## config.mk

```make
export PLATFORM = sky130hd
export DESIGN_NAME = regbank_top
export DESIGN_NICKNAME = d
export VERILOG_FILES = /design/src/rtl/regbank_pkg.sv /design/src/rtl/regbank_edge.sv /design/src/rtl/regbank_status.sv /design/src/rtl/regbank_decode.sv /design/src/rtl/regbank_top.sv
export SDC_FILE = /design/constraint.sdc
export NUM_CORES = 1
export LEC_CHECK = 0
export CAP_MARGIN = 25
export CELL_PAD_IN_SITES_DETAIL_PLACEMENT = 2
export CELL_PAD_IN_SITES_GLOBAL_PLACEMENT = 2
export CORE_MARGIN = 2
export CORE_UTILIZATION = 24
export CTS_CLUSTER_DIAMETER = 150
export DETAILED_ROUTE_END_ITERATION = 10
export PLACE_DENSITY = 0.77
export SYNTH_ARGS = -nofsm -noshare
export SYNTH_HDL_FRONTEND = slang
export SYNTH_SLANG_ARGS = --single-unit
```

## constraint.sdc

```tcl
create_clock -name clk_i -period 1.1 [get_ports clk_i]
set_clock_uncertainty 0.15 [all_clocks]
set_input_delay 0.11 -clock clk_i [delete_from_list [all_inputs] [get_ports clk_i]]
set_output_delay 0.11 -clock clk_i [all_outputs]
set_load 0.02 [all_outputs]
```

## src/rtl/regbank_pkg.sv

```systemverilog
package regbank_pkg;
  localparam int unsigned DATA_W = 32;

  typedef enum logic [2:0] {
    SEL_NONE,
    SEL_STAT_RC,
    SEL_STAT_MC,
    SEL_IEN,
    SEL_CTRL,
    SEL_STRB
  } reg_sel_e;

  // word indices (byte address >> 2)
  localparam int unsigned WIDX_STAT_RC = 0;
  localparam int unsigned WIDX_STAT_MC = 1;
  localparam int unsigned WIDX_IEN     = 2;
  localparam int unsigned WIDX_CTRL    = 3;
  localparam int unsigned WIDX_STRB    = 4;
endpackage

```

## src/rtl/regbank_edge.sv

```systemverilog
module regbank_edge #(
  parameter int unsigned   N    = 4,
  parameter logic [N-1:0]  RISE = '1
) (
  input  logic         clk_i,
  input  logic         rst_ni,
  input  logic [N-1:0] ev_i,
  output logic [N-1:0] pulse_o
);
  logic [N-1:0] sync1_q, sync2_q, prev_q;

  always_ff @(posedge clk_i or negedge rst_ni) begin
    if (!rst_ni) begin
      sync1_q <= '0;
      sync2_q <= '0;
      prev_q  <= '0;
    end else begin
      sync1_q <= ev_i;
      sync2_q <= sync1_q;
      prev_q  <= sync2_q;
    end
  end

  for (genvar i = 0; i < N; i++) begin : g_bit
    if (RISE[i]) begin : g_rise
      assign pulse_o[i] = sync2_q[i] & ~prev_q[i];
    end else begin : g_fall
      assign pulse_o[i] = ~sync2_q[i] & prev_q[i];
    end

    // an edge yields a single-cycle pulse
    p_pulse_single_r1: assert property (@(posedge clk_i) disable iff (!rst_ni)
      pulse_o[i] |=> !pulse_o[i]);
  end
endmodule

```

## src/rtl/regbank_status.sv

```systemverilog
module regbank_status #(
  parameter int unsigned N = 4
) (
  input  logic         clk_i,
  input  logic         rst_ni,
  input  logic [N-1:0] set_i,
  input  logic [N-1:0] clr_i,
  output logic [N-1:0] stat_o
);
  logic [N-1:0] stat_q;

  // set dominates clear
  always_ff @(posedge clk_i or negedge rst_ni) begin
    if (!rst_ni) stat_q <= '0;
    else         stat_q <= set_i | (stat_q & ~clr_i);
  end

  assign stat_o = stat_q;

  for (genvar i = 0; i < N; i++) begin : g_chk
    p_set_wins_r4: assert property (@(posedge clk_i) disable iff (!rst_ni)
      set_i[i] |=> stat_q[i]);
    p_hold_no_clr_r3: assert property (@(posedge clk_i) disable iff (!rst_ni)
      (stat_q[i] && !clr_i[i]) |=> stat_q[i]);
  end
endmodule

```

## src/rtl/regbank_decode.sv

```systemverilog
module regbank_decode
  import regbank_pkg::*;
#(
  parameter int unsigned AW = 8
) (
  input  logic [AW-1:0] addr_i,
  output reg_sel_e      sel_o
);
  localparam int unsigned IW = AW - 2;

  always_comb begin
    sel_o = SEL_NONE;
    if (addr_i[1:0] == 2'b00) begin
      case (addr_i[AW-1:2])
        IW'(WIDX_STAT_RC): sel_o = SEL_STAT_RC;
        IW'(WIDX_STAT_MC): sel_o = SEL_STAT_MC;
        IW'(WIDX_IEN):     sel_o = SEL_IEN;
        IW'(WIDX_CTRL):    sel_o = SEL_CTRL;
        IW'(WIDX_STRB):    sel_o = SEL_STRB;
        default:           sel_o = SEL_NONE;
      endcase
    end
  end
endmodule

```

## src/rtl/regbank_top.sv

```systemverilog
module regbank_top
  import regbank_pkg::*;
#(
  parameter int unsigned       AW      = 8,
  parameter int unsigned       N_RC    = 4,
  parameter int unsigned       N_MC    = 4,
  parameter int unsigned       N_CTRL  = 8,
  parameter int unsigned       N_STRB  = 4,
  parameter logic [N_RC-1:0]   RC_RISE = 4'b0011,
  parameter logic [N_MC-1:0]   MC_RISE = 4'b0101
) (
  input  logic              clk_i,
  input  logic              rst_ni,
  input  logic [AW-1:0]     addr_i,
  input  logic              we_i,
  input  logic [DATA_W-1:0] wdata_i,
  input  logic              re_i,
  output logic [DATA_W-1:0] rdata_o,
  input  logic [N_RC-1:0]   ev_rc_i,
  input  logic [N_MC-1:0]   ev_mc_i,
  input  logic [N_CTRL-1:0] boot_cfg_i,
  output logic [N_CTRL-1:0] ctrl_o,
  output logic [N_STRB-1:0] strb_o,
  output logic              irq_o
);
  localparam int unsigned N_IRQ = N_RC + N_MC;

  reg_sel_e          sel;
  logic [N_RC-1:0]   rc_pulse, rc_clr, stat_rc;
  logic [N_MC-1:0]   mc_pulse, mc_clr, stat_mc;
  logic [N_IRQ-1:0]  ien_q;
  logic [N_CTRL-1:0] ctrl_q;
  logic              loaded_q;
  logic [N_STRB-1:0] strb_q;
  logic              irq_q;
  logic [DATA_W-1:0] rd_mux, rdata_q;
  logic              wr_ien, wr_ctrl, wr_strb, wr_mc, rd_rc;
  logic              unused_wdata;

  assign unused_wdata = ^wdata_i;

  regbank_decode #(.AW(AW)) u_dec (
    .addr_i (addr_i),
    .sel_o  (sel)
  );

  assign wr_ien  = we_i && (sel == SEL_IEN);
  assign wr_ctrl = we_i && (sel == SEL_CTRL);
  assign wr_strb = we_i && (sel == SEL_STRB);
  assign wr_mc   = we_i && (sel == SEL_STAT_MC);
  assign rd_rc   = re_i && (sel == SEL_STAT_RC);

  regbank_edge #(.N(N_RC), .RISE(RC_RISE)) u_edge_rc (
    .clk_i (clk_i), .rst_ni (rst_ni), .ev_i (ev_rc_i), .pulse_o (rc_pulse)
  );
  regbank_edge #(.N(N_MC), .RISE(MC_RISE)) u_edge_mc (
    .clk_i (clk_i), .rst_ni (rst_ni), .ev_i (ev_mc_i), .pulse_o (mc_pulse)
  );

  assign rc_clr = {N_RC{rd_rc}};
  assign mc_clr = wr_mc ? wdata_i[N_MC-1:0] : '0;

  regbank_status #(.N(N_RC)) u_stat_rc (
    .clk_i (clk_i), .rst_ni (rst_ni), .set_i (rc_pulse), .clr_i (rc_clr), .stat_o (stat_rc)
  );
  regbank_status #(.N(N_MC)) u_stat_mc (
    .clk_i (clk_i), .rst_ni (rst_ni), .set_i (mc_pulse), .clr_i (mc_clr), .stat_o (stat_mc)
  );

  always_ff @(posedge clk_i or negedge rst_ni) begin
    if (!rst_ni) begin
      ien_q    <= '0;
      ctrl_q   <= '0;
      loaded_q <= 1'b0;
      strb_q   <= '0;
      irq_q    <= 1'b0;
    end else begin
      if (wr_ien) ien_q <= wdata_i[N_IRQ-1:0];
      // boot capture takes the first cycle after reset
      if (!loaded_q) begin
        ctrl_q   <= boot_cfg_i;
        loaded_q <= 1'b1;
      end else if (wr_ctrl) begin
        ctrl_q <= wdata_i[N_CTRL-1:0];
      end
      strb_q <= wr_strb ? wdata_i[N_STRB-1:0] : '0;
      irq_q  <= |({stat_mc, stat_rc} & ien_q);
    end
  end

  always_comb begin
    rd_mux = '0;
    case (sel)
      SEL_STAT_RC: rd_mux = DATA_W'(stat_rc);
      SEL_STAT_MC: rd_mux = DATA_W'(stat_mc);
      SEL_IEN:     rd_mux = DATA_W'(ien_q);
      SEL_CTRL:    rd_mux = DATA_W'(ctrl_q);
      default:     rd_mux = '0;
    endcase
  end

  always_ff @(posedge clk_i or negedge rst_ni) begin
    if (!rst_ni) rdata_q <= '0;
    else         rdata_q <= re_i ? rd_mux : '0;
  end

  assign rdata_o = rdata_q;
  assign ctrl_o  = ctrl_q;
  assign strb_o  = strb_q;
  assign irq_o   = irq_q;

  p_irq_cause_r6: assert property (@(posedge clk_i) disable iff (!rst_ni)
    irq_o |-> $past(|({stat_mc, stat_rc} & ien_q)));

  p_boot_capture_r7: assert property (@(posedge clk_i) disable iff (!rst_ni)
    $rose(loaded_q) |-> (ctrl_o == $past(boot_cfg_i)));

  p_unmapped_read_r9: assert property (@(posedge clk_i) disable iff (!rst_ni)
    (re_i && sel == SEL_NONE) |=> (rdata_o == '0));

  for (genvar i = 0; i < N_STRB; i++) begin : g_strb_chk
    p_strobe_cause_r8: assert property (@(posedge clk_i) disable iff (!rst_ni)
      strb_o[i] |-> $past(wr_strb && wdata_i[i]));
  end
endmodule

```

==> results of run 1 <==
-- cell families (layout without fill, tap and decap cells) --
group | count (synthesis) | after routing | synth area share, %
DFF | 62 | 62 | 61.85
and+or+nand+nor | 41 | 41 | 10.67
AOI/OAI and AO/OA | 40 | 40 | 10.77
buffers and inverters | 37 | 116 | 9.277
muxes | 16 | 16 | 6.783
other | 2 | 25 | 0.2994
xor gates and xnor gates | 1 | 1 | 0.3492
-- worst max path at each step --
| stage | start | end | cells after the start |
|---|---|---|---|
| floorplan | addr_i[5] | u_stat_rc.stat_o[0] | 4 |
| global placement | addr_i[5] | u_stat_rc.stat_o[1] | 5 |
| detailed placement | addr_i[2] | rdata_o[1] | 5 |
| CTS | ctrl_o[0] | ctrl_o[0] | 1 |
| global route | ctrl_o[0] | ctrl_o[0] | 1 |
| finish | ctrl_o[0] | ctrl_o[0] | 1 |
-- through the flow --
| step | TNS (ns) | setup WS (ns) | cells | hold slack (ns) |
|---|---|---|---|---|
| after floorplan | -4.138 | -0.2576 | 222 | -0.3356 |
| final | -1.092 | -0.08869 | 437 | 0.06619 |
| after global placement | -27.30 | -0.7956 | 411 | -0.002189 |
| after CTS | -1.004 | -0.09284 | 434 | 0.04727 |
| after detailed placement | -29.62 | -0.8547 | 411 | 0.002653 |
| after global routing | -2.091 | -0.1189 | 437 | 0.06030 |
-- placed cells by master (no fill, tap or decap), types with 2 or more instances in the layout --
cell type and count:
a21boi_1 3, a21oi_1 9, a21oi_2 3, a22o_1 8, a22oi_1 2, a22oi_2 10
and3_4 4, and4_1 4, buf_12 2, buf_2 2, buf_4 25, buf_6 29
buf_8 2, clkbuf_8 11, clkdlybuf4s15_2 3, clkdlybuf4s50_1 24, clkinv_2 3, conb_1 25
dfrtp_1 61, dlygate4sd2_1 2, inv_1 8, mux2_2 7, mux2i_1 5, mux2i_4 3
nand4_1 6, nor2_1 12, nor2_4 2, o21ai_2 4
-- synthesized netlist by cell type, drive strengths merged --
| cell | instances |
|---|---|
| xor2 | 1 |
| mux2i | 8 |
| or3 | 1 |
| clkbuf | 3 |
| nand4b | 1 |
| dfrtp | 62 |
| buf | 26 |
| nor2 | 15 |
| conb | 2 |
| a22oi | 12 |
| inv | 8 |
| a22o | 8 |
| nor2b | 1 |
| nor3 | 1 |
| a21oi | 12 |
| and3 | 5 |
| nand2 | 1 |
| mux2 | 8 |
| and4 | 4 |
| a21boi | 4 |
| nor4 | 1 |
| o21ai | 4 |
| and2 | 2 |
| and3b | 1 |
| nand3b | 1 |
| nand4 | 7 |
-- registers in the layout, indices dropped and copies added, names as in the netlist, 4 cells and up --
signal / count
u_edge_mc.prev_q: 4
u_stat_rc.stat_o: 4
u_edge_rc.sync2_q: 4
ctrl_o: 8
u_edge_rc.prev_q: 4
u_edge_rc.sync1_q: 4
strb_o: 4
u_edge_mc.sync2_q: 4
u_edge_mc.sync1_q: 4
ien_q: 8
rdata_o: 8
u_stat_mc.stat_o: 4
-- layer usage --
layer	up-vias	wire [µm]	part of all wire (%)
met1	990	3105	38
li1	842	-	-
met4	0	231	2.8
met3	21	446	5.4
met2	95	4481	54
met5	-	0	0
-- area by class of cell --
type,count,area [µm²]
inverters,8,30.03
well taps,136,170.2
fillers,1027,6354
repair buffers,92,910.9
clock inverters,4,45.04
multi-input cells,123,1013
clock buffers,12,155.1
flip-flops and latches,62,1553
-- power groups by stage --
stage                     Clock (mW)  Combinational (mW)  Sequential, mW
after detailed placement           0               0.669            2.48
after floorplan                    0               0.276            2.51
after CTS                       2.09               0.734            2.45
after global placement             0               0.649            2.48
after global routing            2.17               0.854            2.46
final                           2.03               0.799            2.46
-- worst reg2reg max path, delay by kind of cell, from the launching register on --
| family | cells | cell delay (ns) |
|---|---|---|
| AOI/OAI and AO/OA | 2 | 0.22 |
| DFF | 1 | 0.44 |
| and+or+nand+nor | 1 | 0.19 |
-- timing repair --
item / CTS / global route
hold buffers: 1 / 0
gates resized for setup: 191 / 31
endpoints found under the setup margin: 57 / 49
endpoints found under the hold margin: 62 / 0
pin swaps: 12 / 23
buffers inserted: 5 / 3
cloned: 1 / 0
==> metrics.md, run 1 <==
| Metric | Value |
|---|---|
| Status | `finished with violations` |
| Failing checks | `setup timing` |
| Worst Hold Class | `input pin to register` |
| Largest stage delay, worst path | `about 0.45 ns` |
| Pin count of the biggest net entering global routing | `63` |
| Wirelength, routed | `8264 µm` |
| Hpwl dp | `5327 µm` |
| Remaining global-route overflow | `0` |
| Maximum clock rate | `~840 MHz` |
| Max clock buf depth | `2` |
| Post-synthesis cell type count | `28` |
| GR peak layer | `met2` |
| Chip height | `between 100 and 150 µm` |
| Area after DPL | `about 3300 µm²` |
| Global placement routability congestion | `0.8137` |
| Comb power frac | `about 15%` |
| LEAKAGE | `1.824 nW` |
| Slack of the critical path | `-0.08869 ns` |
| DR WL/cell | `around 19 µm` |
| Antenna Cells | `0` |
| Synth top area share | `61.85%` |
| Min Tclk post-route | `1.189 ns` |
| Die Wd | `around 110 µm` |
| CP Buf/Inv Count | `1` |
| Power density cells | `roughly 1400 nW/µm²` |
| Clock root cell | `clkbuf_8` |
| #FFs+latches synth | `62` |
| Met3 Usage GRT | `under 10%` |
| Synth Cell Area | `between 2000 and 3000 µm²` |
| Crit path DAT | `between 0.9 and 1 ns` |
| VDD IR max | `0.6136 mV` |
| Reg2reg start | `ien_q[0]` |
| Critical Path Sink Type | `primary output` |
| Syn Area/Cell | `12.61 µm²` |
| WHS Endpoint | `u_edge_rc.sync1_q[1]` |
| Ports | `around 110` |
| Post-Syn Instances | `between 150 and 200` |
| Delay-heaviest family, CP | `flip-flops` |
| Antenna violations before repair | `0` |
| Total GRT Usage | `roughly 14%` |
| Synth area leader | `dfrtp_1` |
| Part of the power in registers | `46.5%` |
| Crit Path Max Fanout | `2` |
| TritonCTS clock tree | `done` |
| M2 GR Usage | `24.82%` |
| FF-to-FF End | `rdata_o[0]` |
| Worst skew pair latency | `0.34 ns` |
| Cell chain of the critical path | `buf_6` |
| CTS clk-pin slew, worst paths | `roughly 0.070 ns` |
| Slowest cell on the critical path | `dfrtp_2` |
| Final net count | `356` |
| Row cnt | `37` |
| Max Cap Viol | `0` |
| Final setup fails | `36` |
| DRC | `0` |
| Die area | `11,290 µm²` |
| HP Start | `ev_rc_i[1]` |
| Crit Path Class | `register to primary output` |
| Number of global-route vias before repair | `2,136` |
| Int Power | `3.916 mW` |
| R2r setup slk | `-0.01 ns` |
| Layout cell share with drive strength beyond 1 | `a little over two fifths` |
| Final core utilization | `between 30% and 40%` |
| Area growth from synthesis to layout | `54.56%` |
| Final max-slew violation count | `0` |
| Tot Pwr | `around 5.3 mW` |
| TritonRoute pass-1 iters | `4` |
| Sw Pwr | `1.368 mW` |
| Core area | `a little over 10,000 µm²` |
| Design Area, Final | `a little under 4000 µm²` |
| Synth warn | `0` |
| Initial Util | `24.52%` |
| 1st-iter DRT viols | `62` |
| R2r worst-path depth | `3` |
| Clock Sinks | `between 60 and 70` |
| CP Launch Type | `register` |
| Fin crit share | `108.1%` |
| Post-synthesis sequential area ratio | `between 60 and 70%` |
| Switching Share | `25.89%` |
| First-pass GRT wire length | `approximately 12,000 µm` |
| Clk pwr share | `38.4%` |
| Final hold viol count | `0` |
| PortBufs | `56` |
| Total number of vias | `approximately 1,900` |
| Total CTS buffers | `9` |
| WHS Path Cells | `1` |
| Post-route ant nets | `0` |
| Synth top area cells | `dfrtp_1 62%, buf_4 7.5%, a22oi_1 3.6%` |
| Worst EP required | `roughly 0.84 ns` |
| DR vias/cell | `around 4.5` |
| RSZ-0062 raised after global routing | `yes` |
| Met1 track demand over resource | `16.30%` |
| CTS HTree Levels | `3` |
Power figures use the tool's default switching activity.
==> run 2, diff against run 1 <==
--- a/config.mk
+++ b/config.mk
@@ -12,6 +12,7 @@
 export CORE_UTILIZATION = 24
 export CTS_CLUSTER_DIAMETER = 150
 export DETAILED_ROUTE_END_ITERATION = 10
+export MAX_ROUTING_LAYER = met4
 export PLACE_DENSITY = 0.77
 export SYNTH_ARGS = -nofsm -noshare
 export SYNTH_HDL_FRONTEND = slang
==> run 2 against run 1 <==
The run still ends with setup timing left; clock power about the same; count of clock-buffer cells in the layout stayed put; core utilization is the same; power barely moved; sequential power hardly changed; fmax barely moved; combinational power is essentially flat; flip-flop and latch count did not move; largest power group unchanged.
==> metrics.md, run 2 (synthesis results as in run 1) <==
| Metric | Value |
|---|---|
| Crit Path Class | `register to primary output` |
| Fin crit share | `108.1% (about the same)` |
| DP Worst Slack | `-0.8547 ns (unchanged)` |
| Delay-heaviest family, CP | `flip-flops` |
| Cell chain of the critical path | `buf_6` |
| Setup TNS | `-1.080 ns (+0.01222 ns)` |
| Critical path origin | `ctrl_o[0]` |
| Pin count of the biggest net entering global routing | `63 (unchanged)` |
| Largest stage delay, worst path | `0.45 ns (about the same)` |
| DR WL/cell | `18.91 µm (about the same)` |
| R2r setup slk | `-0.02 ns (about the same)` |
| Max clock buf depth | `2 (unchanged)` |
| Final Non-Filler Cells | `437 (unchanged)` |
| CP Buf/Inv Count | `1 (unchanged)` |
| Final max-slew violation count | `0 (unchanged)` |
| Int Power | `3.916 mW (about the same)` |
| Initial Util | `24.52% (unchanged)` |
| Total CTS buffers | `9 (unchanged)` |
| Critical Path Sink Type | `primary output` |
| DRC | `0 (unchanged)` |
| Clock root cell | `clkbuf_8` |
| Antenna violations before repair | `0 (unchanged)` |
| Clock Sinks | `62 (unchanged)` |
| Tightest hold margin | `0.06738 ns (+0.001190 ns)` |
| Wirelength, routed | `8265 µm (about the same)` |
| Sw Pwr | `1.371 mW (+0.26%)` |
| Status | `finished with violations` |
| # fillers | `1,027 (unchanged)` |
| R2r worst-path depth | `3 (unchanged)` |
| PortBufs | `56 (unchanged)` |
| Clk pwr share | `38.4% (about the same)` |
| Reg2reg start | `u_stat_mc.stat_o[0]` |
| CTS HTree Levels | `3 (unchanged)` |
| Most common cell after layout, fill and taps aside | `dfrtp_1` |
| Maximum clock rate | `841.0 MHz (about the same)` |
| Worst Hold Class | `input pin to register` |
| Total number of vias | `1,928 (-1.0%)` |
| Commonest non-fill, non-tap cells in the layout | `61 x dfrtp_1, 29 x buf_6, 25 x conb_1, 25 x buf_4, 24 x clkdlybuf4s50_1` |
| CP Launch Type | `register` |
| Tot Pwr | `5.288 mW (about the same)` |
| Final hold viol count | `0 (unchanged)` |
| FF-to-FF End | `rdata_o[0]` |
| Final setup fails | `35 (-2.8%)` |
| Max Cap Viol | `0 (unchanged)` |
| TritonRoute pass-1 iters | `4 (unchanged)` |
| Layout cell share with drive strength beyond 1 | `41.86% (unchanged)` |
| Number of global-route vias before repair | `2,139 (+0.14%)` |
| CTS clk-pin slew, worst paths | `0.07 ns (about the same)` |
| Area growth from synthesis to layout | `54.56% (unchanged)` |
| Min Tclk post-route | `1.189 ns (+0.0003980 ns)` |
| RSZ-0062 raised after global routing | `yes` |
| Crit path DAT | `0.93 ns (about the same)` |
| 1st-iter DRT viols | `68 (+9.7%)` |
| Row cnt | `37 (unchanged)` |
| VDD IR max | `0.6144 mV (+0.13%)` |
| Remaining global-route overflow | `0 (unchanged)` |
| Antenna Cells | `0 (unchanged)` |
| Power density cells | `1364 nW/µm² (about the same)` |
| Failing checks | `setup timing` |
| Comb power frac | `15.1% (about the same)` |
| Core area | `10,230 µm² (unchanged)` |
| Global placement routability congestion | `0.8258 (+1.5%)` |
| Post-route ant nets | `0 (unchanged)` |
| Worst skew pair latency | `0.34 ns (about the same)` |
| Chip height | `106.2 µm (unchanged)` |
| Slowest cell on the critical path | `dfrtp_2` |
| LEAKAGE | `1.824 nW (unchanged)` |
| DP Cell Count | `411 (unchanged)` |
| Total GRT Usage | `14.43% (+0.40 points)` |
| TritonCTS clock tree | `done` |
| Ports | `105 (unchanged)` |
| Crit Path Max Fanout | `2 (unchanged)` |
| Die Wd | `106.2 µm (unchanged)` |
| Worst EP required | `0.84 ns (about the same)` |
| Crit path to | `ctrl_o[0]` |
| Hpwl dp | `5327 µm (unchanged)` |
| Part of the power in registers | `46.4% (about the same)` |
| WP depth | `1 (unchanged)` |
| Switching Share | `25.94% (+0.050 points)` |
| Slack of the critical path | `-0.08909 ns (-0.0003980 ns)` |
| Final net count | `356 (unchanged)` |
| DR vias/cell | `4.412 (-1.0%)` |
| First-pass GRT wire length | `11,850 µm (about the same)` |
| Die area | `11,290 µm² (unchanged)` |
[run 2: cell counts in the layout (fill, tap and decap cells not counted)]
No cell type changed its count.
[run 2: cell type report]
type	count	area, µm²	share of cell area (%)
Clock buffer	12	155.1	4.001
Clock inverter	4	45.04	1.162
Inverter	8	30.03	0.7744
Multi-Input combinational cell	123	1013	26.14
Sequential cell	62	1553	40.05
Tap cell	136	170.2	4.389
Timing Repair Buffer	92	910.9	23.49
[run 2: worst min-delay path by stage]
stage               startpoint                    to  slack (ns)  depth (start not counted)
finish              ev_rc_i[1]  u_edge_rc.sync1_q[1]        0.07                          1
global route        ev_rc_i[0]  u_edge_rc.sync1_q[0]        0.06                          1
CTS                 ev_rc_i[2]  u_edge_rc.sync1_q[2]        0.05                          1
detailed placement      rst_ni   u_stat_rc.stat_o[0]       0.003                          2
global placement        rst_ni            rdata_o[0]      -0.002                          2
floorplan               rst_ni             ctrl_o[0]       -0.34                          0
[run 2: per-layer routing]
metal	vias to the layer above	track usage, %	wire length, µm
met1	988	16.53	3187
met4	0	5.075	238
li1	845	-	-
met3	17	3.372	379
met5	-	-	0
met2	78	24.77	4460
[run 2: stage by stage]
| step | cell area, µm² | util, % |
|---|---|---|
| final | 3877 | 37.90 |
| after detailed placement | 3347 | 32.71 |
| after global placement | 3347 | 32.71 |
| after floorplan | 2609 | - |
| after CTS | 3739 | 36.54 |
| after global routing | 3877 | 37.90 |
[run 2: what timing repair did]
action,in CTS,in global routing
buffers inserted,5,3
hold buffers,1,0
pin swaps,12,23
hold endpoints to repair,62,0
gates resized for setup,191,31
gates cloned,1,0
endpoints found under the setup margin,57,49
[run 2: power by group through the flow]
stage               registers [mW]  clock network, mW  logic, mW
floorplan                     2.51                  0      0.276
global placement              2.48                  0      0.649
detailed placement            2.48                  0      0.669
CTS                           2.45               2.09      0.734
global route                  2.46               2.18      0.854
finish                        2.46               2.03      0.800
==> run 3, diff against run 2 <==
--- a/config.mk
+++ b/config.mk
@@ -5,15 +5,13 @@
 export SDC_FILE = /design/constraint.sdc
 export NUM_CORES = 1
 export LEC_CHECK = 0
+export ABC_AREA = 1
 export CAP_MARGIN = 25
-export CELL_PAD_IN_SITES_DETAIL_PLACEMENT = 2
-export CELL_PAD_IN_SITES_GLOBAL_PLACEMENT = 2
 export CORE_MARGIN = 2
-export CORE_UTILIZATION = 24
+export CORE_UTILIZATION = 39
 export CTS_CLUSTER_DIAMETER = 150
 export DETAILED_ROUTE_END_ITERATION = 10
-export MAX_ROUTING_LAYER = met4
-export PLACE_DENSITY = 0.77
+export PLACE_DENSITY = 0.76
 export SYNTH_ARGS = -nofsm -noshare
 export SYNTH_HDL_FRONTEND = slang
 export SYNTH_SLANG_ARGS = --single-unit
==> run 3 against run 2 <==
Critical endpoint is now ctrl_o[3]; register-to-register slack got worse by 0.13 ns; sequential power decreased by 2%; die area decreased by 32%; wire length decreased by 15%; power decreased by 3.9%; the flow still finishes with violations (setup timing); synthesized cell count increased by 40%; global-route usage increased by 3.4 points; count of clock-buffer cells in the layout decreased by 3; core utilization increased by 26 points; flip-flop and latch count unchanged.
==> metrics.md, run 3 <==
| Metric | Value |
|---|---|
| Final Non-Filler Cells | `494 (+13%)` |
| Total number of vias | `2,308 (+20%)` |
| DR vias/cell | `4.672 (+5.9%)` |
| Die Wd | `87.65 µm (-17%)` |
| Met2 WL post-DR | `3736 µm (-16%)` |
| CTS clk-pin slew, worst paths | `0.07 ns (about the same)` |
| Most common cell after layout, fill and taps aside | `dfrtp_1` |
| Slack of the critical path | `-0.1471 ns (-0.05802 ns)` |
| Global placement routability congestion | `0.9177 (+11%)` |
| Synth Area in Adders | `0% (unchanged)` |
| Initial Util | `40.17% (+16 points)` |
| Slowest cell on the critical path | `dfrtp_1` |
| Critical Path Sink Type | `register` |
| Post-synth EDFFs | `0 (unchanged)` |
| Chip height | `87.65 µm (-17%)` |
| Final hold viol count | `0 (unchanged)` |
| Commonest non-fill, non-tap cells in the layout | `61 x dfrtp_1, 38 x buf_4, 36 x nand2_1` |
| Crit Path Max Fanout | `3 (+1)` |
| Worst Hold Class | `input pin to register` |
| Post-route ant nets | `0 (unchanged)` |
| Setup TNS | `-2.144 ns (-1.064 ns)` |
| First-pass GRT wire length | `10,320 µm (-13%)` |
| Register area | `1553 µm² (unchanged)` |
| Main flop type after synthesis | `dfrtp_1` |
| TritonCTS clock tree | `done` |
| Largest stage delay, worst path | `0.43 ns (-0.02 ns)` |
| Wire length on met1 | `2639 µm (-17%)` |
| Hpwl dp | `4567 µm (-14%)` |
| DRC | `0 (unchanged)` |
| TritonRoute pass-1 iters | `4 (unchanged)` |
| Synth Area in Simple Gates | `22.28% (+12 points)` |
| Final setup fails | `44 (+26%)` |
| DP Cell Count | `464 (+13%)` |
| Design Area, Final | `4365 µm² (+13%)` |
| Most used cell, CP | `buf_4` |
| Area growth from synthesis to layout | `59.97%` |
| Number of global-route vias before repair | `2,278 (+6.5%)` |
| Synth Cell Area | `2729 µm² (+8.8%)` |
| FF-to-FF End | `ctrl_o[3]` |
| #FFs+latches synth | `62 (unchanged)` |
| Delay-heaviest family, CP | `flip-flops` |
| Crit Path Class | `register to register` |
| VDD IR max | `0.9935 mV (+62%)` |
| RSZ-0062 raised after global routing | `yes` |
| Critical path origin | `loaded_q` |
| Synth warn | `0 (unchanged)` |
| WP depth | `5 (+4)` |
| DR WL/cell | `14.16 µm (-25%)` |
| Crit path to | `ctrl_o[3]` |
| Most frequent cell after synthesis | `nand2_1` |
| Antenna Cells | `0 (unchanged)` |
| Syn Area/Cell | `9.781 µm² (-22%)` |
| Max layer used | `met4` |
| Worst skew pair latency | `0.34 ns (about the same)` |
| Multiplexer area fraction after synthesis | `3.301% (-3.5 points)` |
| CP Launch Type | `register` |
| Ys async rst share | `100.0% (unchanged)` |
| Core area | `6794 µm² (-34%)` |
| LEAKAGE | `2.185 nW (+20%)` |
| Synth top area share | `56.85% (-5.0 points)` |
| CTS HTree Levels | `3 (unchanged)` |
| Row cnt | `30 (-19%)` |
| Multi-input gate area | `1364 µm² (+35%)` |
| Synth top area cells | `dfrtp_1 57%, nand2_1 9.2%, buf_4 6.6%` |
| Clock Sinks | `62 (unchanged)` |
| Power density cells | `1164 nW/µm² (-15%)` |
| PortBufs | `56 (unchanged)` |
| Clock root cell | `clkbuf_8` |
| Max clock buf depth | `2 (unchanged)` |
| Post-synthesis sequential area ratio | `56.85% (-5.0 points)` |
| Post-synthesis cell type count | `28 (unchanged)` |
| Final net count | `454 (+28%)` |
| Total GRT Usage | `17.79% (+3.4 points)` |
| Synth area leader | `dfrtp_1` |
| Reg2reg start | `loaded_q` |
| Compound-gate portion of the synthesized area | `5.777% (-5.0 points)` |
| Fin crit share | `113.4% (+5.3 points)` |
| Final max-slew violation count | `0 (unchanged)` |
| XOR/XNOR share of the synthesized area | `0% (-0.35 points)` |
| R2r setup slk | `-0.15 ns (-0.13 ns)` |
| Pin count of the biggest net entering global routing | `63 (unchanged)` |
| Die area | `7683 µm² (-32%)` |
| Area after DPL | `3633 µm² (+8.6%)` |
| Max Cap Viol | `0 (unchanged)` |
| Crit path DAT | `1.32 ns (+0.39 ns)` |
| Total CTS buffers | `9 (unchanged)` |
| Tot Pwr | `5.081 mW (-3.9%)` |
| 1st-iter DRT viols | `180 (+160%)` |
| Cell chain of the critical path | `buf_6 -> buf_4 -> buf_4 -> nand3_1 -> nand2_1` |
| Met3 WL post-DR | `467 µm (+23%)` |
| Wirelength, routed | `6995 µm (-15%)` |
| Tightest hold margin | `0.05406 ns (-0.01332 ns)` |
| CP Buf/Inv Count | `3 (+2)` |
| Min Tclk post-route | `1.247 ns (+0.05802 ns)` |
| Ports | `105 (unchanged)` |
| Antenna violations before repair | `0 (unchanged)` |
| Remaining global-route overflow | `0 (unchanged)` |
| Main combinational cell family by area after synthesis | `simple AND/OR/NAND/NOR gates` |
| Failing checks | `setup timing` |
| Leading cell types by count after synthesis | `67 x nand2_1, 62 x dfrtp_1, 28 x nand3_1, 27 x inv_1, 24 x buf_4` |
| R2r worst-path depth | `5 (+2)` |
| Post-Syn Instances | `279 (+40%)` |
| # fillers | `504 (-51%)` |
| Maximum clock rate | `801.9 MHz (-4.7%)` |
| Status | `finished with violations` |
| Worst EP required | `1.17 ns (+0.33 ns)` |
| Layout cell share with drive strength beyond 1 | `49.75% (+7.9 points)` |
## run 3: report_power, final
group | internal, mW | total [mW] | switching, mW
combinational | 0.371 | 0.785 | 0.414
sequential | 2.37 | 2.42 | 0.0514
clock | 1.03 | 1.88 | 0.851
## run 3: layout make-up
cell class,count,share of cell area (%)
tap,96,2.751
sequential,62,35.57
clock buffer,9,2.837
timing repair buffer,107,23.42
clock inverter,6,1.462
inverter,29,2.723
multi-input combinational,185,31.24
## run 3: routing by layer
metal | up-vias | track usage (%)
li1 | 1080 | -
met1 | 1111 | 21.80
met2 | 102 | 28.65
met3 | 15 | 4.807
met4 | 0 | 9.650
met5 | - | 0
## run 3: cells by family after synthesis
logic type,after synthesis
buffers and inverters,57
muxes,8
AOI/OAI and AO/OA,25
and+or+nand+nor,125
other,2
DFF,62
## run 3: worst min-delay path by stage
| stage | slack, ns | endpoint | cells after the start | startpoint |
|---|---|---|---|---|
| after floorplan | -0.34 | ctrl_o[0] | 0 | rst_ni |
| after detailed placement | -0.007 | u_edge_rc.sync2_q[1] | 2 | rst_ni |
| after global placement | -0.009 | u_edge_rc.sync1_q[1] | 2 | rst_ni |
| after CTS | 0.04 | u_edge_rc.sync1_q[2] | 1 | ev_rc_i[2] |
| after global routing | 0.03 | u_edge_rc.sync1_q[2] | 1 | ev_rc_i[2] |
| final | 0.05 | u_edge_mc.sync1_q[0] | 1 | ev_mc_i[0] |
## run 3: stage by stage
step	setup WS [ns]	utilization, %
CTS	-0.1467	59.02
global placement	-0.7891	53.48
global route	-0.1766	64.25
floorplan	-0.1556	-
detailed placement	-0.8143	53.48
finish	-0.1471	64.25
## run 3: repair_timing
item,in CTS,in global routing
hold buffers,1,0
gates cloned,1,1
endpoints found under the setup margin,58,58
setup buffers,6,7
endpoints found under the hold margin,62,0
pin swaps,33,38
gates resized for setup,189,82
## run 3: worst reg2reg max path: stages (launching register included)
cell     delay, ns
dfrtp_1       0.43
buf_6         0.15
buf_4         0.14
buf_4         0.13
nand3_1       0.07
nand2_1       0.07
